File: config.mk
export PLATFORM = sky130hd
export DESIGN_NAME = gpio_edge_ctrl
export DESIGN_NICKNAME = d
export VERILOG_FILES = /design/src/rtl/gpio_edge_ctrl.sv
export SDC_FILE = /design/constraint.sdc
export NUM_CORES = 1
export LEC_CHECK = 0
export BUFFER_PORTS_ARGS = -buffer_cell sky130_fd_sc_hd__buf_2
export CORE_UTILIZATION = 30
export CTS_CLUSTER_SIZE = 8
export DETAILED_ROUTE_END_ITERATION = 12
export GPL_TIMING_DRIVEN = 0
export RECOVER_POWER = 50
export SLEW_MARGIN = 20
export SYNTH_ARGS = -nofsm -noshare
export SYNTH_HDL_FRONTEND = slang
export SYNTH_SLANG_ARGS = --single-unit
File: constraint.sdc
create_clock -name clk -period 2.5 [get_ports clk]
set_input_delay 0.5 -clock clk [delete_from_list [all_inputs] [get_ports clk]]
set_output_delay 0.5 -clock clk [all_outputs]
set_load 0.02 [all_outputs]
File: src/rtl/gpio_edge_ctrl.sv
module gpio_edge_ctrl #(
  parameter int NPINS   = 28,
  parameter int NDIRECT = 11,
  parameter int DW      = 32,
  parameter int AW      = 5
) (
  input  logic             clk,
  input  logic             rst_n,
  input  logic [AW-1:0]    addr,
  input  logic             we,
  input  logic [DW-1:0]    wdata,
  output logic [DW-1:0]    rdata,
  input  logic [NPINS-1:0] pad_in,
  output logic [NPINS-1:0] pad_out,
  output logic [NPINS-1:0] pad_oe,
  output logic [NPINS-1:0] alt_sel,
  output logic [NDIRECT:0] irq
);
  localparam int WAW = AW - 2;
  localparam logic [WAW-1:0] W_LEVEL = WAW'(0);
  localparam logic [WAW-1:0] W_DIR   = WAW'(1);
  localparam logic [WAW-1:0] W_SET   = WAW'(2);
  localparam logic [WAW-1:0] W_CLR   = WAW'(3);
  localparam logic [WAW-1:0] W_RISE  = WAW'(4);
  localparam logic [WAW-1:0] W_FALL  = WAW'(5);
  localparam logic [WAW-1:0] W_STAT  = WAW'(6);
  localparam logic [WAW-1:0] W_ALT   = WAW'(7);

  logic [NPINS-1:0] s1, s2, s3;
  logic [NPINS-1:0] dir_q, out_q, rise_q, fall_q, stat_q, alt_q;
  logic [NPINS-1:0] rd_pins, edge_hit, w1c;
  logic [WAW-1:0]   widx;
  logic [NPINS-1:0] wd;

  assign widx = addr[AW-1:2];
  assign wd   = wdata[NPINS-1:0];

  logic unused_bits;
  assign unused_bits = ^{wdata[DW-1:NPINS], addr[1:0]};

  assign edge_hit = (rise_q & s2 & ~s3) | (fall_q & ~s2 & s3);
  assign w1c      = (we && widx == W_STAT) ? wd : '0;

  always_ff @(posedge clk or negedge rst_n) begin
    if (!rst_n) begin
      s1 <= '0; s2 <= '0; s3 <= '0;
      dir_q <= '0; out_q <= '0; rise_q <= '0;
      fall_q <= '0; stat_q <= '0; alt_q <= '0;
    end else begin
      s1 <= pad_in;
      s2 <= s1;
      s3 <= s2;
      stat_q <= (stat_q & ~w1c) | edge_hit;
      if (we) begin
        case (widx)
          W_DIR:   dir_q  <= wd;
          W_SET:   out_q  <= out_q | wd;
          W_CLR:   out_q  <= out_q & ~wd;
          W_RISE:  rise_q <= wd;
          W_FALL:  fall_q <= wd;
          W_ALT:   alt_q  <= wd;
          default: ;
        endcase
      end
    end
  end

  always_comb begin
    case (widx)
      W_LEVEL: rd_pins = s2;
      W_DIR:   rd_pins = dir_q;
      W_RISE:  rd_pins = rise_q;
      W_FALL:  rd_pins = fall_q;
      W_STAT:  rd_pins = stat_q;
      W_ALT:   rd_pins = alt_q;
      default: rd_pins = '0;
    endcase
    rdata = '0;
    rdata[NPINS-1:0] = rd_pins;
  end

  assign pad_out = out_q;
  assign pad_oe  = dir_q;
  assign alt_sel = alt_q;
  assign irq     = {|stat_q[NPINS-1:NDIRECT], stat_q[NDIRECT-1:0]};
endmodule

==> impl_metrics.ini, run 1 <==
[outcome]
status = complete, but fails checks
violations = hold timing, setup timing

[layout]
final_cells = 1614
fin_area_um2 = 13370
drive_gt1_share_pct = 28.99
fill_cells = 3493
fin_nets = 1219
area_growth_pct = 24.11

[worst_setup_path]
r2r_cells = 3
cp-startpoint = addr[3]
worstSetupEndpointType = primary output
worstPathRequired_ns = 2.00
crit_type = in -> out
regToRegStartpoint = stat_q[26]
path_max_fanout = 10
reg2reg_to = stat_q[26]
critPathLaunchType = input port
rrSetupSlack_ns = 1.64
endpoint = rdata[18]
arrival_ns = 2.05

[drt]
drt-initial-drc-count = 491
drtAntennaViolNets = 0
num_vias = 8010
remaining_drc_errors = 0
first_pass_iters = 4
wl_per_cell_um = 21.63
wl_um = 34900
vias_per_cell = 4.963

[power]
finalPower_mw = 11.91
cellPowerDensity_nw_per_um2 = 891.1
ir_worst_vdd_mv = 0.5562
p_leak_nw = 6.404

[clock_network]
clockRootBuffer = clkbuf_16
clk_latency_ns = 0.50
cts_buffers = 37
cts-hold-fix-buffers = 0
ctsLongestPathBuffers = 3
path_clk_slew_ns = 0.05
cts_num_sinks = 252
ctsHtreeMaxLevel = 2
cts_tree = yes

[synthesis]
synthFlopType = dfrtp_1
yosysTopAreaCellShare_pct = 58.54
synth-edff-count = 0
yosysMostFrequentCell = dfrtp_1
synth-async-reset-ratio_pct = 100.0
synth.avg_cell_area_um2 = 11.68
seq_area_frac_synth_pct = 58.54
synth_area_um2 = 10770
syn_inst = 922
synth_warnings = 0
synth_area_leaders = dfrtp_1 (59%), mux2i_1 (6.4%), nand2_1 (4.6%), o21ai_0 (3.7%), mux2_4 (2.8%)
ys_ff_latch = 252
synth_common_cells = dfrtp_1 (252), nand2_1 (131), o21ai_0 (80)
ys_types = 43
synth_top_area_cell = dfrtp_1

[die]
fp-row-count = 69
start_util_pct = 30.36
die_h_um = 191.5
die-area_um2 = 36670
ios = 196
core_area_um2 = 35480
die_w_um = 191.5

[sta]
hold_viol = 10
rsz0062_at_grt = true
fin_setup_tns_ns = -0.2208
setup_ws_ns = -0.04961
finalMaxSlewViolations = 0
worst_pin_slew_ns = 1.433
fin_crit_sh_pct = 102.0
period_minus_slack_ns = 2.550
finalClockSkew_ns = 0.006750
relSlewSlack_pct = 4.138
clock.fmax_mhz = 392.2
setup_viol_count_final = 8
fin_hold_ws_ns = -0.01503

[placed_design]
numPortBuffers = 184
placed_area_um2 = 12350
dp_hpwl_um = 24010
dp_cells = 1572
dpl_worst_slack_ns = -0.4533
finalWeightedCongestion = 0.8092

[global_routing]
grt_pass1_vias = 8061
antenna_found_initial = 1
gr-total-overflow = 0
grt_usage_pct = 19.28
grt_pass1_wl_um = 51550
grt_start_max_net_pins = 90

[run]
max_cap_violations = 0

[min_path]
hold_class = in -> async
## cells by family after synthesis
| kind of cell | after synthesis | share of synthesized area (%) |
|---|---|---|
| flip-flops | 252 | 58.54 |
| AND/OR/NAND/NOR | 209 | 9.548 |
| AO/OA/AOI/OAI | 185 | 11.05 |
| buffers and inverters | 139 | 6.609 |
| multiplexers | 136 | 14.22 |
| other | 1 | 0.03481 |
## worst min path at each step
stage | startpoint | endpoint | slack (ns)
after detailed placement | s1[12] | s2[12] | 0.33
after global placement | s1[12] | s2[12] | 0.33
after global routing | rst_n | asynchronous set/reset pin | 0.04
final | rst_n | asynchronous set/reset pin | -0.02
after CTS | rst_n | asynchronous set/reset pin | 0.02
after floorplan | rst_n | asynchronous set/reset pin | 0.20
## report_power, final
group          switching, mW  internal, mW  leakage [nW]
clock network           1.69          2.63         0.466
logic                   1.43         0.954          2.99
registers              0.500          4.71          2.95
## worst max-delay path: stages
cell and delay (ns):
clkbuf_4 0.19, or2_1 0.11, clkbuf_1 0.24, buf_2 0.38
o32ai_2 0.12, a221o_1 0.32, buf_2 0.17
## per-stage QoR
stage,hold WS (ns),util [%]
after global routing,0.03918,37.67
after global placement,0.3326,34.61
after CTS,0.02074,37.71
after floorplan,0.2044,-
final,-0.01503,37.68
after detailed placement,0.3347,34.79
## per-layer routing
layer / GRT usage, % / wire length [um]
met1: 26.47 / 15810
met2: 29.85 / 15900
met3: 4.388 / 2362
met4: 6.502 / 834
met5: 0 / 0
## placed cells by master (no fill, tap or decap), drive strengths merged, types with 3 or more instances in the layout
master     n
a211o      4
a21oi     13
a221o     13
a22oi      4
buf      229
clkbuf    67
conb       4
dfrtp    252
inv       70
mux2      66
mux2i     69
nand2    131
nand2b    14
nand3     22
nand3b    16
nor2       3
nor3b     10
nor4       3
o211ai    32
o21ai     94
o2bb2ai    9
o32ai     13
## timing repair
action | 4_1_cts | 5_1_grt
hold endpoints to repair | 0 | 0
setup endpoints to repair | 28 | 17
pin swaps | 4 | 2
resized for setup | 30 | 15
buffers inserted | 1 | 0
## layout make-up
| type | instances | area, um2 | share of cell area, % |
|---|---|---|---|
| Sequential cell | 252 | 6306 | 47.17 |
| Multi-Input combinational cell | 534 | 3779 | 28.26 |
| Tap cell | 461 | 576.8 | 4.314 |
| Clock buffer | 40 | 947.2 | 7.085 |
| Antenna cell | 1 | 2.502 | 0.01872 |
| Inverter | 70 | 262.8 | 1.965 |
| Timing Repair Buffer | 187 | 980.9 | 7.337 |
| Buffer | 69 | 514.2 | 3.847 |
Note: power is estimated with default switching activity, not from simulation.
==> inputs of run 2 (changes only) <==
--- a/config.mk
+++ b/config.mk
@@ -6,10 +6,11 @@
 export NUM_CORES = 1
 export LEC_CHECK = 0
 export BUFFER_PORTS_ARGS = -buffer_cell sky130_fd_sc_hd__buf_2
-export CORE_UTILIZATION = 30
+export CORE_UTILIZATION = 45
 export CTS_CLUSTER_SIZE = 8
 export DETAILED_ROUTE_END_ITERATION = 12
 export GPL_TIMING_DRIVEN = 0
+export PLACE_DENSITY = 0.67
 export RECOVER_POWER = 50
 export SLEW_MARGIN = 20
 export SYNTH_ARGS = -nofsm -noshare
==> impl_metrics.ini, run 2 (synthesis results as in run 1) <==
[power]
intPower_mw = 8.482
switching_power_mw = 3.574
ir_worst_vdd_mv = 0.5993
clkPwrFrac_pct = 37.5
p_seq_share_pct = 43.3
swShare_pct = 29.64
p_leak_nw = 6.412
cellPowerDensity_nw_per_um2 = 912.8
combPwrFrac_pct = 19.2

[drt]
wl_per_cell_um = 21.40
drtAntennaViolNets = 0
drt-initial-drc-count = 586
num_vias = 8130
vias_per_cell = 5.523
remaining_drc_errors = 0
wl_um = 31510
first_pass_iters = 8

[layout]
final_cells = 1472
finish.utilization_pct = 56.27
drive_gt1_share_pct = 29.25
final_cell_mix = dfrtp_1 (252), buf_2 (193), nand2_1 (131), o21ai_0 (82), inv_1 (70)
area_growth_pct = 22.62
fin_nets = 1218
fin_area_um2 = 13210
final_common_cell = dfrtp_1
fill_cells = 2059

[worst_setup_path]
crit_type = reg -> out
arrival_ns = 2.08
path_max_fanout = 3
path_cells = nor4_2 > nand4_1 > or4_1 > buf_2
slowest_delay_ns = 0.47
worstSetupEndpointType = primary output
worstPathRequired_ns = 2.00
slowest_stage = or4_1
critPathLaunchType = register
path_delay_family = simple AND/OR/NAND/NOR gates
path_buf_inv = 1

[sta]
finalClockSkew_ns = 0.01135
fin_setup_tns_ns = -0.1327
finalMaxSlewViolations = 0
fin_crit_sh_pct = 103.2
relSlewSlack_pct = 10.38
setup_viol_count_final = 4
worst_pin_slew_ns = 1.344
hold_viol = 1
period_minus_slack_ns = 2.581
rsz0062_at_grt = true
fin_hold_ws_ns = -0.004143
setup_ws_ns = -0.08052
clock.fmax_mhz = 387.5

[global_routing]
gr-total-overflow = 0
grt_pass1_wl_um = 47600
antenna_found_initial = 1
grt_start_max_net_pins = 95
grt_pass1_vias = 8169
grt_usage_pct = 26.38

[clock_network]
ctsHtreeMaxLevel = 2
cts_setup_buffers = 0
path_clk_slew_ns = 0.05
ctsLongestPathBuffers = 3
cts-hold-fix-buffers = 0
cts_tree = yes
clk_latency_ns = 0.51
clockRootBuffer = clkbuf_16
cts_num_sinks = 252
cts_buffers = 37

[die]
fp-row-count = 56
ios = 196
core_area_um2 = 23470
die-area_um2 = 24560
die_w_um = 156.7
start_util_pct = 45.89
die_h_um = 156.7

[outcome]
status = complete, but fails checks
violations = hold timing, setup timing

[placed_design]
dp_hpwl_um = 21080
dp_cells = 1430
placed_area_um2 = 12170
dpl_worst_slack_ns = -0.3008
finalWeightedCongestion = 0.8601
numPortBuffers = 184

[run]
max_cap_violations = 0

[min_path]
hold_class = in -> async
==> run 2: changes by cell type in the layout (fill, tap and decap cells not counted), moves of 2 or more <==
cell / delta
buf_2: +4
buf_8: -3
clkbuf_1: -4
clkbuf_16: +2
nor4_2: +2
o21ai_0: -7
o21ai_1: +7
==> run 2: per-layer routing <==
layer	track usage [%]	up-vias	wire (um)
met3	5.594	92	2538
met1	36.12	4031	13450
met5	0	-	0
met2	40.85	385	14460
li1	-	3622	-
met4	10.55	0	1061
==> run 2: final cells by class <==
class | instances | area [um2] | share of cell area [%]
plain buffers | 69 | 490.5 | 3.714
clock buffers | 39 | 975.9 | 7.389
diodes | 1 | 2.502 | 0.01895
well taps | 319 | 399.1 | 3.022
flip-flops and latches | 252 | 6306 | 47.75
multi-input cells | 534 | 3766 | 28.51
clock inverters | 2 | 38.79 | 0.2937
inverters | 70 | 262.8 | 1.989
repair buffers | 186 | 965.9 | 7.313
==> run 2: path summary, 6_finish.rpt <==
path                                 start                          to  slack, ns  cells past startpoint
worst max-delay path            stat_q[26]                     irq[11]      -0.08                      4
max in group asynchronous            rst_n                      s2[22]       0.51                      3
min in group clk                pad_in[27]                      s1[27]       0.10                      1
worst min-delay path                 rst_n  asynchronous set/reset pin     -0.004                      1
worst min register to register       s1[3]                       s2[3]       0.34                      0
worst max register to register  pad_oe[24]                  pad_oe[24]       1.64                      1
==> run 2: repair_timing <==
item,in CTS,in global routing
gates resized for setup,16,17
setup endpoints to repair,27,25
pin swaps,2,1
==> run 2: metrics by stage <==
stage               total power [mW]  hold slack (ns)
detailed placement             7.583           0.3347
finish                         12.06        -0.004143
global route                   12.58          0.05754
global placement               7.507           0.3316
CTS                            12.13          0.05224
floorplan                      6.609           0.2044
==> run 2: power by group through the flow <==
stage / combinational [mW] / sequential (mW) / clock (mW)
5_1_grt: 2.53 / 5.30 / 4.76
3_3_place_gp: 2.26 / 5.24 / 0
6_report: 2.32 / 5.22 / 4.52
2_1_floorplan: 1.14 / 5.47 / 0
4_1_cts: 2.34 / 5.20 / 4.59
3_5_place_dp: 2.32 / 5.26 / 0
==> inputs of run 3 (changes only) <==
--- a/config.mk
+++ b/config.mk
@@ -5,12 +5,11 @@
 export SDC_FILE = /design/constraint.sdc
 export NUM_CORES = 1
 export LEC_CHECK = 0
-export BUFFER_PORTS_ARGS = -buffer_cell sky130_fd_sc_hd__buf_2
 export CORE_UTILIZATION = 45
 export CTS_CLUSTER_SIZE = 8
 export DETAILED_ROUTE_END_ITERATION = 12
+export DONT_BUFFER_PORTS = 1
 export GPL_TIMING_DRIVEN = 0
-export PLACE_DENSITY = 0.67
 export RECOVER_POWER = 50
 export SLEW_MARGIN = 20
 export SYNTH_ARGS = -nofsm -noshare
==> impl_metrics.ini, run 3 (synthesis results as in run 1) <==
[outcome]
status = complete, but fails checks
violations = hold timing

[placed_design]
numPortBuffers = 0
finalWeightedCongestion = 0.8391
dp_hpwl_um = 20530
dpl_worst_slack_ns = -0.1732

[worst_setup_path]
crit_type = reg -> out
path_buf_inv = 0
path_delay_family = simple AND/OR/NAND/NOR gates
r2r_cells = 1
path_cells = nor4_2 > nand4_1 > or4_4
slowest_delay_ns = 0.54
crit_cells = 3
worstPathRequired_ns = 2.00
path_max_fanout = 3
worstSetupEndpointType = primary output
slowest_stage = or4_4
arrival_ns = 1.99
critPathLaunchType = register

[sta]
setup_ws_ns = 0.006305
period_minus_slack_ns = 2.494
clock.fmax_mhz = 401.0
relSlewSlack_pct = 50.93
rsz0062_at_grt = true
finalMaxSlewViolations = 0
finalClockSkew_ns = 0.01087
setup_viol_count_final = 0
worst_pin_slew_ns = 0.7360
fin_hold_ws_ns = -0.2932
fin_crit_sh_pct = 99.75
hold_viol = 252

[drt]
wl_um = 30980
wl_met1_um = 13580
drt-initial-drc-count = 537
met2_wirelength_um = 13910
drtAntennaViolNets = 0
wl_per_cell_um = 24.14
top_layer = met4
wl_met3_um = 2500
num_vias = 7296
vias_per_cell = 5.687
first_pass_iters = 5
remaining_drc_errors = 0

[min_path]
hold_class = in -> async

[clock_network]
clockRootBuffer = clkbuf_16
cts_buffers = 37
path_clk_slew_ns = 0.05
ctsLongestPathBuffers = 3
ctsHtreeMaxLevel = 2
cts_num_sinks = 252
cts_tree = yes
clk_latency_ns = 0.50

[die]
fp-row-count = 56
start_util_pct = 45.89
die_h_um = 156.7
die-area_um2 = 24560
ios = 196
die_w_um = 156.7
core_area_um2 = 23470

[power]
cellPowerDensity_nw_per_um2 = 925.2
p_leak_nw = 5.644
ir_worst_vdd_mv = 0.6723

[run]
max_cap_violations = 0

[global_routing]
antenna_found_initial = 0
grt_start_max_net_pins = 253
gr-total-overflow = 0
grt_usage_pct = 25.93
grt_pass1_vias = 7259
grt_pass1_wl_um = 46230

[layout]
fin_nets = 1032
diodes = 0
area_growth_pct = 13.28
final_common_cell = dfrtp_1
drive_gt1_share_pct = 16.60
final_cell_mix = dfrtp_1 (252), nand2_1 (131), o21ai_0 (80), inv_1 (70), mux2i_1 (69)
run 3: through the flow:
step                      utilization [%]  std cells  cell area, um2  total power, mW  setup TNS (ns)
after floorplan                         -        925           10780            6.609               0
after global placement              47.64       1244           11180            7.041          -2.056
after detailed placement            47.64       1244           11180            7.097          -2.354
after CTS                           51.91       1283           12190            11.37        -0.03165
after global routing                51.98       1283           12200            11.76        -0.07754
final                               51.98       1283           12200            11.29               0
run 3: cell type report:
cell class / count / area [um2]
Buffer: 69 / 459.2
Clock buffer: 38 / 929.6
Clock inverter: 1 / 5.005
Fill cell: 2037 / 11270
Inverter: 70 / 262.8
Multi-Input combinational cell: 534 / 3840
Sequential cell: 252 / 6306
Tap cell: 319 / 399.1
run 3: routing by layer:
metal  up-vias  global-route usage [%]
li1       3244                       -
met1      3685                   36.04
met2       302                   38.86
met3        65                   6.979
met4         0                   9.290
met5         -                       0
run 3: path summary, 6_finish.rpt:
kind,endpoint,slack [ns],start
min in group clk,s1[25],0.03,pad_in[25]
max in group asynchronous,s3[9],2.40,rst_n
hold reg to reg,s2[7],0.34,s1[7]
setup reg to reg,pad_oe[24],1.56,pad_oe[24]
hold / removal,fall_q[5],-0.29,rst_n
setup / recovery,irq[11],0.006,stat_q[25]
run 3: power breakdown:
group	switching [mW]	internal [mW]	total (mW)
registers	0.949	4.71	5.65
logic	0.756	0.655	1.41
clock network	1.64	2.59	4.22
total	3.34	7.95	11.3
run 3: timing repair:
| item | CTS | global route |
|---|---|---|
| pin swaps | 2 | 1 |
| endpoints found under the setup margin | 25 | 11 |
| hold endpoints to repair | 252 | 252 |
| gates resized for setup | 16 | 8 |
| setup buffers | 0 | 0 |
